## src/rtl/ckdiv_pkg.sv

```systemverilog
// Shared helpers for the gated card clock divider.
// Assumes the fast-rate code is the all-ones rate code.
package ckdiv_pkg;

    // Half period, in block-clock cycles, for a given rate code.
    function automatic int unsigned half_of(input int unsigned code,
                                            input int unsigned hs_code,
                                            input int unsigned hs_half);
        if (code == hs_code)
            return hs_half;
        return 32'd1 << code;
    endfunction

endpackage

```

## src/rtl/ckdiv_phase.sv

```systemverilog
// Half-period counter and toggle flop that form the card clock.
// Assumes half >= 1 and that run only falls where the clock is low
// after the edge; while run is low the counter sits in its off state.
module ckdiv_phase #(
    parameter int CNT_W = 7
) (
    input  logic             clk,
    input  logic             rst_n,
    input  logic             run,
    input  logic [CNT_W-1:0] half,
    output logic             card_clk,
    output logic             card_ce,
    output logic             tick
);
    logic [CNT_W-1:0] cnt_q;

    // Last cycle of the current half period.
    always_comb tick = (cnt_q == half - CNT_W'(1));

    // Count half periods, toggle the clock, mark each rising edge.
    always_ff @(posedge clk) begin
        if (!rst_n || !run) begin
            cnt_q    <= '0;
            card_clk <= 1'b0;
            card_ce  <= 1'b0;
        end else if (tick) begin
            cnt_q    <= '0;
            card_clk <= ~card_clk;
            card_ce  <= ~card_clk;
        end else begin
            cnt_q    <= cnt_q + CNT_W'(1);
            card_ce  <= 1'b0;
        end
    end
endmodule

```

## src/rtl/ckdiv_gate_ctrl.sv

```systemverilog
// Gate control: takes start/stop strobes, captures the rate code on an
// accepted start, and holds a stop until closing the gate is glitch-free.
// Assumes stop_ok is high in cycles where the clock will be low after
// the next edge.
module ckdiv_gate_ctrl #(
    parameter int RATE_W = 3
) (
    input  logic              clk,
    input  logic              rst_n,
    input  logic              start,
    input  logic              stop,
    input  logic [RATE_W-1:0] rate_in,
    input  logic              stop_ok,
    output logic              run,
    output logic [RATE_W-1:0] code,
    output logic              on
);
    logic stop_pend_q;

    // Gate state, pending stop and latched code.
    always_ff @(posedge clk) begin
        if (!rst_n) begin
            run         <= 1'b0;
            stop_pend_q <= 1'b0;
            code        <= '0;
        end else if (!run) begin
            stop_pend_q <= 1'b0;
            if (start && !stop) begin
                run  <= 1'b1;
                code <= rate_in;
            end
        end else if ((stop || stop_pend_q) && stop_ok) begin
            run         <= 1'b0;
            stop_pend_q <= 1'b0;
        end else if (stop) begin
            stop_pend_q <= 1'b1;
        end
    end

    // Status trails the gate by one cycle.
    always_ff @(posedge clk) begin
        if (!rst_n) on <= 1'b0;
        else        on <= run;
    end
endmodule

```

## src/rtl/ckdiv_gate.sv

```systemverilog
// Top of the gated card clock divider. Codes below the all-ones code
// give a half period of 2^code block cycles; the all-ones code gives
// HS_HALF. Assumes start and stop are single-cycle strobes in clk.
module ckdiv_gate #(
    parameter int RATE_W  = 3,
    parameter int HS_HALF = 3
) (
    input  logic              clk,
    input  logic              rst_n,
    input  logic [RATE_W-1:0] rate_code,
    input  logic              start,
    input  logic              stop,
    output logic              card_clk,
    output logic              card_ce,
    output logic              clk_on,
    output logic [RATE_W-1:0] rate_used
);
    import ckdiv_pkg::*;

    localparam int HS_CODE  = (1 << RATE_W) - 1;
    localparam int MAX_HALF = 1 << (HS_CODE - 1);
    localparam int TOP_HALF = (MAX_HALF > HS_HALF) ? MAX_HALF : HS_HALF;
    localparam int CNT_W    = $clog2(TOP_HALF + 1);

    logic             run_w;
    logic             tick_w;
    logic             stop_ok_w;
    logic [CNT_W-1:0] half_w;

    // Half period selected by the latched code.
    always_comb half_w = CNT_W'(half_of(32'(rate_used), HS_CODE, HS_HALF));

    // Gate may close where the clock ends low: falling now or staying low.
    always_comb stop_ok_w = (tick_w == card_clk);

    ckdiv_gate_ctrl #(.RATE_W(RATE_W)) u_ctrl (
        .clk     (clk),
        .rst_n   (rst_n),
        .start   (start),
        .stop    (stop),
        .rate_in (rate_code),
        .stop_ok (stop_ok_w),
        .run     (run_w),
        .code    (rate_used),
        .on      (clk_on)
    );

    ckdiv_phase #(.CNT_W(CNT_W)) u_phase (
        .clk      (clk),
        .rst_n    (rst_n),
        .run      (run_w),
        .half     (half_w),
        .card_clk (card_clk),
        .card_ce  (card_ce),
        .tick     (tick_w)
    );
endmodule

```

## config.mk

```make
export PLATFORM = sky130hd
export DESIGN_NAME = ckdiv_gate
export DESIGN_NICKNAME = d
export VERILOG_FILES = /design/src/rtl/ckdiv_pkg.sv /design/src/rtl/ckdiv_phase.sv /design/src/rtl/ckdiv_gate_ctrl.sv /design/src/rtl/ckdiv_gate.sv
export SDC_FILE = /design/constraint.sdc
export NUM_CORES = 1
export LEC_CHECK = 0
export BUFFER_PORTS_ARGS = -buffer_cell sky130_fd_sc_hd__buf_2
export CAP_MARGIN = 30
export CORE_MARGIN = 2
export CORE_UTILIZATION = 52
export DETAILED_ROUTE_END_ITERATION = 16
export GPL_ROUTABILITY_DRIVEN = 0
export PLACE_DENSITY = 0.73
export SLEW_MARGIN = 15
export SYNTH_ARGS = -nofsm -noshare
export SYNTH_HDL_FRONTEND = slang
export SYNTH_SLANG_ARGS = --single-unit
export TNS_END_PERCENT = 30
```

## constraint.sdc

```tcl
create_clock -name clk -period 3.94 [get_ports clk]
set_input_delay 0.394 -clock clk [delete_from_list [all_inputs] [get_ports clk]]
set_output_delay 0.394 -clock clk [all_outputs]
set_load 0.02 [all_outputs]
```

==> out/qor.csv <==
stage,metric,value,unit
placement,dp_hpwl,1260,um
clock_network,cts_tree,built,
timing,rsz0062_at_grt,no,
drt,vias,751,
finish,num_antenna_cells,0,
worst_setup_path,required,4.12,ns
timing,finalHoldViolations,0,
clock_network,cts_inserted_buffers,3,
placement,dp_worst_setup_slack,1.43,ns
finish,fillers,158,
die,die-area,2110,um2
yosys,synth_cells,106,
clock_network,cts.clk_slew.worst_paths,0.09,ns
timing,setup_viol,0,
worst_setup_path,critPathKind,flop to flop,
power,pwr-share-clk,29.8,%
finish,fin_cells,134,
timing,fin_setup_tns,0,ns
worst_setup_path,start_kind,flop,
timing,hold_ws,0.342,ns
clock_network,cts.sinks,15,
power,p_leak,0.425,nW
worst_setup_path,critPathArrivalTime,2.72,ns
die,pin_count,13,
drt,wl_per_cell,12.6,um
die,row_count,15,
die,die_h,46.0,um
drt,drtIter0Drc,10,
global_routing,grt_pass1_vias,703,
power,peakVddDrop,0.255,mV
clock_network,ctsHtreeMaxLevel,1,
timing,finalCritPeriodShare,64.3,%
finish,drive_gt1_share,20.5,%
power,sw_frac_of_total,29.2,%
yosys,seq_area_frac_synth,32.8,%
timing,fmax,395,MHz
timing,tightest_slew,0.571,ns
global_routing,grt.overflow.total,0,
outcome,run_status,"complete, no violations",
placement,place_inst,130,
die,initial_core_util,54.2,%
finish,layout.cells.most_common_list,"dfxtp_1, nor2_1, buf_2",
worst_hold_path,hold_path.class,input port to flop,
clock_network,clk_latency,0.30,ns
timing,finalClockSkew,0.00476,ns
timing,worst_slack,1.41,ns
drt,final_antenna_net_count,0,
yosys,ys_ff_latch,15,
power,power,308,uW
yosys,ys_types,41,
yosys,syn-cell-area,916,um2
clock_network,cts_resized,0,
timing,relSlewSlack,61.9,%
power,switchingPower,89.9,uW
clock_network,hold_buffers,0,
worst_setup_path,path_max_fanout,19,
yosys,synth_edf_count,0,
yosys,async_flop_share,0,%
clock_network,clk_path_buf_depth,2,
drt,viasPerCell,5.60,
die,fp.coreArea,1690,um2
finish,finalNetCount,129,
power,p_comb_share,16.2,%
global_routing,grt_pass1_wl,2970,um
global_routing,antenna_found_initial,0,
yosys,yosys_warnings,0,
finish,synthToLayoutAreaGrowth,7.65,%
yosys,synth_nets,117,
yosys,synth_ff_type,dfxtp_1,
placement,port_buffers,12,
power,internal-power,218,uW
flow_run,drv_cap,0,
clock_network,ctsRootBufferMaster,clkbuf_4,
timing,finalCriticalPeriod,2.53,ns
drt,wl,1690,um
clock_network,post_cts_buffers,0,
power,power.share.sequential,53.9,%
power,p_per_area,312,nW/um2
die,die_w,46.0,um
worst_setup_path,endpoint_kind,flop,
global_routing,grt_max_degree,20,
worst_setup_path,r2r_slack,1.41,ns
yosys,syn_avg_cell_area,8.64,um2
drt,drc,0,
drt,dr.pass1.iters,3,
timing,maxSlewViolCount,0,
global_routing,grt_usage,19.5,%
finish,layout_commonest_cell,dfxtp_1,
critical path, cell delays in order, from the launching register on:
cell and delay (ns):
dfxtp_1 0.70, inv_1 0.17, ha_1 0.41, nand3b_1 0.13, a32oi_1 0.11, a221o_1 0.35
nand4_1 0.17, mux2i_1 0.30, nor2_1 0.08
cells in the mapped netlist (all sizes together) (2+ instances only):
cell type  instances  area [um2]
a21oi              3        15.0
and3               4        27.5
buf                4        35.0
dfxtp             15         300
ha                 4        50.1
inv                7        26.3
mux2i              3        30.0
nand2              5        18.8
nand2b             2        12.5
nand3              5        25.0
nand3b             2        15.0
nor2              13        48.8
nor2b              3        18.8
nor3               5        25.0
nor4b              3        38.8
o21a               3        22.5
xnor2              3        26.3
xor2               4        35.0
registers in the layout (all words and copies together) (netlist names):
| name | cells |
|---|---|
| u_phase.cnt_q | 7 |
| u_ctrl.code | 3 |
| u_ctrl.on | 1 |
| u_ctrl.run | 1 |
| u_ctrl.stop_pend_q | 1 |
| u_phase.card_ce | 1 |
| u_phase.card_clk | 1 |
power by group through the flow:
stage                     combinational, mW  clock, mW  sequential, mW
after CTS                            0.0505     0.0933           0.166
after detailed placement             0.0503          0           0.170
after global placement               0.0490          0           0.169
final                                0.0500     0.0918           0.166
after global routing                 0.0569      0.101           0.168
after floorplan                      0.0387          0           0.169
metrics by stage:
step / util (%) / cell area [um2]
after global routing: 58.4 / 986
after floorplan: - / 916
after global placement: 56.7 / 958
final: 58.4 / 986
after detailed placement: 56.7 / 958
after CTS: 58.4 / 986
kinds of logic after synthesis:
family / count (synthesis) / share of synthesized area (%)
muxes: 3 / 3.28
buffers and inverters: 12 / 7.10
AOI/OAI and AO/OA: 17 / 14.1
adders and majority gates: 4 / 5.46
and+or+nand+nor: 48 / 30.6
xor gates and xnor gates: 7 / 6.69
DFF: 15 / 32.8
final timing paths:
kind | depth (start not counted) | start | to
setup / recovery | 8 | u_ctrl.code[1] | u_ctrl.stop_pend_q
hold / removal | 3 | stop | u_ctrl.stop_pend_q
setup reg to reg | 8 | u_ctrl.code[1] | u_ctrl.stop_pend_q
hold reg to reg | 1 | u_phase.card_clk | u_phase.card_ce
layout make-up:
class	instances	area [um2]	share of cell area, %
Clock buffer	3	22.5	2.28
Clock inverter	1	5.00	0.508
Inverter	7	26.3	2.66
Multi-Input combinational cell	79	551	55.8
Sequential cell	15	300	30.5
Tap cell	17	21.3	2.16
Timing Repair Buffer	12	60.1	6.09
layer usage:
metal / track usage (%) / vias to the layer above / wire length, um
met5: 0 / - / 0
met4: 10.9 / 0 / 41
met3: 3.57 / 5 / 50
met2: 30.6 / 13 / 773
met1: 24.9 / 336 / 823
li1: - / 397 / -
(Power assumes the default switching activity.)
